<file path="config.mk">
export PLATFORM = sky130hd
export DESIGN_NAME = acc_datapath
export DESIGN_NICKNAME = d
export VERILOG_FILES = /design/src/rtl/acc_datapath.sv
export SDC_FILE = /design/constraint.sdc
export NUM_CORES = 1
export LEC_CHECK = 0
export ABC_AREA = 1
export CAP_MARGIN = 20
export CORE_ASPECT_RATIO = 0.9
export CORE_MARGIN = 1
export CORE_UTILIZATION = 50
export DETAILED_ROUTE_END_ITERATION = 16
export PLACE_DENSITY = 0.82
export REMOVE_ABC_BUFFERS = 1
export SYNTH_ARGS = -nofsm -noshare
export SYNTH_HDL_FRONTEND = slang
export SYNTH_SLANG_ARGS = --single-unit
</file>
<file path="constraint.sdc">
create_clock -name clk -period 5.3 [get_ports clk]
set_input_delay 1.59 -clock clk [delete_from_list [all_inputs] [get_ports clk]]
set_output_delay 1.59 -clock clk [all_outputs]
set_load 0.01 [all_outputs]
</file>
<file path="src/rtl/acc_datapath.sv">
module acc_datapath #(
  parameter int W  = 16,
  parameter int AW = 11,
  parameter int CW = 19
) (
  input  logic          clk,
  input  logic          rst_n,
  input  logic [CW-1:0] ctl,
  input  logic [W-1:0]  mem_rdata,
  output logic [AW-1:0] mem_addr,
  output logic [W-1:0]  mem_wdata,
  output logic          mem_re,
  output logic          mem_we,
  output logic [W-1:0]  ac_o,
  output logic [AW-1:0] pc_o,
  output logic [W-AW-1:0] ir_o,
  output logic          ac_zero,
  output logic          ac_neg
);
  localparam int IW = W - AW;

  logic [W-1:0]  ac, mbr, s1, s2, res;
  logic [AW-1:0] pc, mar;
  logic [IW-1:0] ir;

  wire a_ac = ctl[0], a_pc = ctl[1], a_mar = ctl[2];
  wire b_mbr = ctl[3], b_one = ctl[4];
  wire f_add = ctl[5], f_sub = ctl[6], f_and = ctl[7], f_or = ctl[8];
  wire f_shl = ctl[9], f_shr = ctl[10], f_ashr = ctl[11];
  wire m_rd = ctl[12], m_wr = ctl[13];
  wire l_ac = ctl[14], l_pc = ctl[15], l_mbr = ctl[16], l_mar = ctl[17], l_ir = ctl[18];

  assign s1 = ({W{a_ac}}  & ac)
            | ({W{a_pc}}  & {{IW{1'b0}}, pc})
            | ({W{a_mar}} & {{IW{1'b0}}, mar});

  assign s2 = ({W{b_mbr}} & mbr)
            | ({W{b_one}} & W'(1));

  assign res = ({W{f_add}}  & (s1 + s2))
             | ({W{f_sub}}  & (s1 - s2))
             | ({W{f_and}}  & (s1 & s2))
             | ({W{f_or}}   & (s1 | s2))
             | ({W{f_shl}}  & {s1[W-2:0], 1'b0})
             | ({W{f_shr}}  & {1'b0, s1[W-1:1]})
             | ({W{f_ashr}} & {s1[W-1], s1[W-1:1]});

  always_ff @(posedge clk) begin
    if (!rst_n) begin
      ac  <= '0;
      mbr <= '0;
      pc  <= '0;
      mar <= '0;
      ir  <= '0;
    end else begin
      if (l_ac)  ac  <= res;
      if (l_pc)  pc  <= res[AW-1:0];
      if (l_mar) mar <= res[AW-1:0];
      if (l_ir)  ir  <= res[W-1:AW];
      if (m_rd)       mbr <= mem_rdata;
      else if (l_mbr) mbr <= res;
    end
  end

  assign mem_addr  = mar;
  assign mem_wdata = mbr;
  assign mem_re    = m_rd;
  assign mem_we    = m_wr;
  assign ac_o      = ac;
  assign pc_o      = pc;
  assign ir_o      = ir;
  assign ac_zero   = (ac == '0);
  assign ac_neg    = ac[W-1];
endmodule

</file>
After elaboration in Yosys (flattened, before gate mapping)
Index checks and enable logic that the tools add are counted.

storage, ports and cells
  flip-flop bits (word level) = 59
  output and inout port bits = 63
  bits of input ports = 37
  logic and storage cells = 33

operators by class
  mux-type cells = 2
  add/subtract/negate cells = 2
  reductions and logical operators = 2
  bitwise gates (word level) = 22

operators by type and width
  cell               count
  $and 16x16->16     9
  $or 16x16->16      9
  $and 16x11->16     2
  $mux 16            2
  $add 16x16->16     1
  $and 16x15->16     1
  $logic_not 16->1   1
  $or 16x1->16       1
  $sub 16x16->16     1
  $reduce_bool 2->1  1

Depth between registers and ports, before layout
  word-level depth = 13
  mapped depth = 20
  gate-level depth less buffers = 17

Worst setup path after synthesis
No wires, ideal clock.

  kind = in2reg
  from = input ctl[3]
  to = register ac[11], in the netlist ac_o[11]
  required time = 5.187 ns
  arrival = 3.566 ns
  stages = 17
  setup slack = 1.621 ns
  setup time = 0.113 ns
  buffers on the path = 3
  cells stage by stage = buf_2 > buf_1 > nand2_1 > ha_1 > buf_4 > inv_2 > nand2_1 > nor2_1 > nand3_2 > nand2_2 > nand3_1 > nand2_1 > nand2_1 > nand3_1 > nand3b_2 > o21ai_1 > inv_1

on the way
  word-level cells in the longest chain between the ends = 10
  elaborated cells between the ends (all ways) = 16
  those cells by class = add/sub (2); bitwise (14)

RTL lines
  item                                                     RTL line  text
  start, declared                                          8         input logic [CW-1:0] ctl,
  $and 16x16->16 *                                         37        assign s2 = ({W{b_mbr}} & mbr)
  $or 16x1->16 *                                           38        | ({W{b_one}} & W'(1));
  $add 16x16->16 / $sub 16x16->16 (equally long branches)  40, 41
  $and 16x16->16, on equally long branches                 40, 41
  $or 16x16->16                                            41        | ({W{f_sub}} & (s1 - s2))
  $or 16x16->16                                            42        | ({W{f_and}} & (s1 & s2))
  $or 16x16->16 *                                          43        | ({W{f_or}} & (s1 | s2))
  $or 16x16->16 *                                          44        | ({W{f_shl}} & {s1[W-2:0], 1'b0})
  $or 16x16->16 *                                          45        | ({W{f_shr}} & {1'b0, s1[W-1:1]})
  $or 16x16->16 *                                          46        | ({W{f_ashr}} & {s1[W-1], s1[W-1:1]});
  end signal, assigned                                     56        if (l_ac) ac <= res;
  end, declared                                            22        logic [W-1:0] ac, mbr, s1, s2, res;

Mark *: on every way between the ends. The rest lies on a longest branch, timed or not.
A chain may end at the register's enable or synchronous reset.

Worst setup path in the final report
  from = input ctl[0]
  to = register ac[14], in the netlist ac_o[14]

on the way
  word-level cells in the longest chain between the ends = 11
  elaborated cells between the ends (all ways) = 20
  those cells by class = add/sub (2); bitwise (18)

RTL lines
  item                                                     RTL line  text
  $and 16x16->16 *                                         33        assign s1 = ({W{a_ac}} & ac)
  $or 16x16->16 *                                          34        | ({W{a_pc}} & {{IW{1'b0}}, pc})
  $or 16x16->16 *                                          35        | ({W{a_mar}} & {{IW{1'b0}}, mar});
  $add 16x16->16 / $sub 16x16->16 (equally long branches)  40, 41
  $and 16x16->16, on equally long branches                 40, 41
  $or 16x16->16                                            41
  $or 16x16->16                                            42
  $or 16x16->16                                            43
  $or 16x16->16                                            44
  $or 16x16->16                                            45
  $or 16x16->16 *                                          46

Marks and branches as above.

==> run_summary.xml <==
<?xml version="1.0" encoding="UTF-8"?>
<metrics>
  <group name="run_status">
    <metric name="result_of_the_run" unit="">complete, no violations</metric>
  </group>
  <group name="synthesis">
    <metric name="ys.flop_type" unit="">sky130_fd_sc_hd__dfxtp_1</metric>
    <metric name="postSynthCellCount" unit="">817</metric>
    <metric name="synth.top_cells.by_area" unit="">sky130_fd_sc_hd__dfxtp_1 (23%), sky130_fd_sc_hd__nand2_1 (13%), sky130_fd_sc_hd__ha_1 (11%)</metric>
    <metric name="synth_largest_area_cell" unit="">sky130_fd_sc_hd__dfxtp_1</metric>
    <metric name="synthDominantCellAreaShare" unit="%">22.9</metric>
    <metric name="synth_most_common_cell" unit="">sky130_fd_sc_hd__nand2_1</metric>
    <metric name="synth_sequential_area_ratio" unit="%">22.9</metric>
    <metric name="commonest_cells_in_the_synthesized_netlist" unit="">sky130_fd_sc_hd__nand2_1 (173), sky130_fd_sc_hd__inv_1 (105), sky130_fd_sc_hd__nor2_1 (103), sky130_fd_sc_hd__nand3_1 (64), sky130_fd_sc_hd__dfxtp_1 (59)</metric>
    <metric name="ys_ff_latch" unit="">59</metric>
    <metric name="synthArstFlopShare" unit="%">0</metric>
    <metric name="post_synth_num_cell_types" unit="">45</metric>
    <metric name="synthesis.area" unit="mm²">0.00515</metric>
    <metric name="post_synth_edffs" unit="">0</metric>
    <metric name="synthesis.yosys.warnings" unit="">0</metric>
    <metric name="synth_area_per_cell" unit="µm²">6.31</metric>
  </group>
  <group name="timing">
    <metric name="worst_slew_pin_slew" unit="ps">761</metric>
    <metric name="setup_repair_after_global_routing_missed_its_margin" unit="">false</metric>
    <metric name="setup-tns-final" unit="ps">0</metric>
    <metric name="setup_viol" unit="">0</metric>
    <metric name="fin_crit_sh" unit="%">84.5</metric>
    <metric name="hold_viol" unit="">0</metric>
    <metric name="timing.final.max_slew_violations" unit="">0</metric>
    <metric name="fin_worst_skew" unit="ps">5.08</metric>
    <metric name="shortest_clock_period_the_worst_path_allows_after_layout" unit="ps">4480</metric>
    <metric name="achievable-frequency" unit="MHz">223</metric>
    <metric name="max_slew_margin" unit="%">49.1</metric>
  </group>
  <group name="floorplanning">
    <metric name="num_rows" unit="">34</metric>
    <metric name="core-area" unit="mm²">0.00983</metric>
    <metric name="dieWidth" unit="µm">109</metric>
    <metric name="ioPinCount" unit="">100</metric>
    <metric name="initial_utilization" unit="%">52.4</metric>
    <metric name="dieArea" unit="mm²">0.0107</metric>
    <metric name="chipHeight" unit="µm">98.3</metric>
  </group>
  <group name="detailed_routing">
    <metric name="avgViaCountPerCell" unit="">5.79</metric>
    <metric name="drt-initial-drc-count" unit="">664</metric>
    <metric name="route.detailed.wl_per_inst" unit="µm">16.2</metric>
    <metric name="totalWireLength" unit="mm">16.6</metric>
    <metric name="routed-via-count" unit="">5922</metric>
    <metric name="antenna_violating_nets_post_route" unit="">0</metric>
    <metric name="residual_drc_count" unit="">0</metric>
    <metric name="drt-pass1-iter-count" unit="">6</metric>
  </group>
  <group name="clock_network">
    <metric name="post_cts_hold_buffer_count" unit="">0</metric>
    <metric name="post_cts_buffers" unit="">0</metric>
    <metric name="cts.root.buffer_cell" unit="">sky130_fd_sc_hd__clkbuf_16</metric>
    <metric name="cts.reportedPaths.clkPinSlew" unit="ps">50</metric>
    <metric name="numClockSinks" unit="">59</metric>
    <metric name="max-clock-path-buffers" unit="">2</metric>
    <metric name="worst_skew_late_latency" unit="ps">330</metric>
    <metric name="cts_buffers" unit="">9</metric>
    <metric name="post_cts.resized_instances" unit="">0</metric>
    <metric name="clock_tree_from_tritoncts" unit="">yes</metric>
    <metric name="maximum_level_of_the_cts_h_tree" unit="">3</metric>
  </group>
  <group name="placement">
    <metric name="place_congestion" unit="">0.978</metric>
    <metric name="post_dp_cell_area" unit="mm²">0.00610</metric>
    <metric name="placed_cells" unit="">1005</metric>
    <metric name="dp_hpwl" unit="mm">12.4</metric>
    <metric name="buffer_ports.inserted" unit="">97</metric>
  </group>
  <group name="cells_and_area">
    <metric name="drive_above_1_share" unit="%">6.91</metric>
    <metric name="area_growth" unit="%">25.5</metric>
    <metric name="seqCellArea" unit="mm²">0.00118</metric>
    <metric name="total_area_of_multi_input_combinational_cells" unit="mm²">0.00335</metric>
    <metric name="finalNetCount" unit="">977</metric>
    <metric name="n_antenna_cell" unit="">0</metric>
    <metric name="fillerInstances" unit="">873</metric>
    <metric name="post-route-util" unit="%">65.8</metric>
    <metric name="instances_no_fill" unit="">1023</metric>
    <metric name="design_area" unit="mm²">0.00646</metric>
  </group>
  <group name="global_route">
    <metric name="overflow" unit="">0</metric>
    <metric name="first_pass_grt_wire_length" unit="mm">26.7</metric>
    <metric name="grt_antenna_before_repair" unit="">0</metric>
    <metric name="pin_count_of_the_biggest_net_entering_global_routing" unit="">26</metric>
    <metric name="grt.total_usage" unit="%">31.6</metric>
    <metric name="number_of_global_route_vias_before_repair" unit="">5442</metric>
  </group>
  <group name="setup_path">
    <metric name="critical_path.max_fanout" unit="">16</metric>
    <metric name="worstPathRequired" unit="ps">5520</metric>
    <metric name="arrival_worst_endpoint" unit="ps">4700</metric>
    <metric name="setup.worst_path.end_class" unit="">flop</metric>
    <metric name="reg2reg_depth" unit="">15</metric>
    <metric name="worst_setup_path_start_kind" unit="">primary input</metric>
    <metric name="worst-setup-path-type" unit="">in -&gt; reg</metric>
  </group>
  <group name="worst_hold_path">
    <metric name="whs_path_depth" unit="">2</metric>
    <metric name="hold_path_class" unit="">reg -&gt; reg</metric>
  </group>
  <group name="power">
    <metric name="leakage" unit="nW">3.18</metric>
    <metric name="vdd_ir_drop_max" unit="µV">291</metric>
    <metric name="powerDensity" unit="mW/mm²">314</metric>
  </group>
  <group name="flow_run">
    <metric name="number_of_maximum_capacitance_constraint_violations" unit="">0</metric>
  </group>
</metrics>
## flip-flops by register name (all words and copies together), names as in the netlist
| name | count |
|---|---|
| ir_o | 5 |
| mem_addr | 11 |
| pc_o | 11 |
| mem_wdata | 16 |
| ac_o | 16 |
## metal layers
metal	vias to the layer above	global-route usage (%)	wire (µm)
met3	53	6.01	1610
met2	375	50.6	7490
li1	2831	-	-
met4	0	12.2	490
met5	-	0	0
met1	2663	41.4	6970
## final timing paths
kind	endpoint	startpoint	slack (ps)
setup / recovery	ac_o[14]	ctl[0]	820
hold / removal	mem_wdata[1]	mem_wdata[1]	510
setup reg to reg	ac_o[14]	ac_o[0]	2620
hold reg to reg	mem_wdata[1]	mem_wdata[1]	510
## cells by family (layout without fill, tap and decap cells)
group / Yosys count / count (layout) / synth area share (%)
DFF: 59 / 59 / 22.9
adders and majority gates: 48 / 48 / 12.0
AOI/OAI and AO/OA: 177 / 177 / 20.4
and+or+nand+nor: 384 / 384 / 32.7
buffers and inverters: 149 / 229 / 12.0
## metrics by stage
stage	hold WS (ps)	setup WS [ps]	total power [mW]
after detailed placement	501	581	1.34
final	512	819	2.03
after global placement	505	625	1.33
after floorplan	521	1930	1.04
after global routing	550	626	2.14
after CTS	513	865	2.01
## critical path, stage by stage
cell,delay (ps)
sky130_fd_sc_hd__clkdlybuf4s50_1,930
sky130_fd_sc_hd__nand2_2,100
sky130_fd_sc_hd__nand3_2,150
sky130_fd_sc_hd__ha_1,190
sky130_fd_sc_hd__inv_1,80
sky130_fd_sc_hd__fa_1,520
sky130_fd_sc_hd__o21ai_2,240
sky130_fd_sc_hd__nand2_1,80
sky130_fd_sc_hd__nand2_1,130
sky130_fd_sc_hd__nand2_1,110
sky130_fd_sc_hd__nand3_1,90
sky130_fd_sc_hd__nand2_1,50
sky130_fd_sc_hd__nand3_1,80
sky130_fd_sc_hd__nand3_2,140
sky130_fd_sc_hd__o21ai_1,160
sky130_fd_sc_hd__inv_1,60
## layout by cell type (no fill, tap or decap), types with 3 or more instances in the layout
cell type and n:
sky130_fd_sc_hd__a21oi_1 48, sky130_fd_sc_hd__a21oi_2 6, sky130_fd_sc_hd__a221oi_1 9, sky130_fd_sc_hd__a22oi_1 10, sky130_fd_sc_hd__a31oi_1 7, sky130_fd_sc_hd__buf_4 5
sky130_fd_sc_hd__bufinv_16 3, sky130_fd_sc_hd__clkbuf_16 9, sky130_fd_sc_hd__clkdlybuf4s50_1 97, sky130_fd_sc_hd__dfxtp_1 59, sky130_fd_sc_hd__ha_1 46, sky130_fd_sc_hd__inv_1 105
sky130_fd_sc_hd__inv_2 4, sky130_fd_sc_hd__nand2_1 173, sky130_fd_sc_hd__nand2_2 8, sky130_fd_sc_hd__nand3_1 64, sky130_fd_sc_hd__nand3_2 10, sky130_fd_sc_hd__nand4_1 6
sky130_fd_sc_hd__nor2_1 103, sky130_fd_sc_hd__nor3_1 6, sky130_fd_sc_hd__nor4_1 3, sky130_fd_sc_hd__o21ai_0 56, sky130_fd_sc_hd__o21ai_1 19, sky130_fd_sc_hd__o21bai_1 5
sky130_fd_sc_hd__o22ai_1 7, sky130_fd_sc_hd__or2_2 3
## power by group
part / total [mW] / internal [mW] / switching, mW
sequential: 0.544 / 0.495 / 0.0485
combinational: 0.816 / 0.313 / 0.503
clock: 0.672 / 0.470 / 0.202
total: 2.03 / 1.28 / 0.753
## area by class of cell
cell class / instances / share of cell area, %
Clock buffer: 11 / 3.76
Clock inverter: 5 / 1.55
Inverter: 110 / 6.39
Multi-Input combinational cell: 609 / 51.8
Sequential cell: 59 / 18.3
Tap cell: 126 / 2.44
Timing Repair Buffer: 103 / 15.8
No activity file was read; power rests on OpenSTA's default activity.
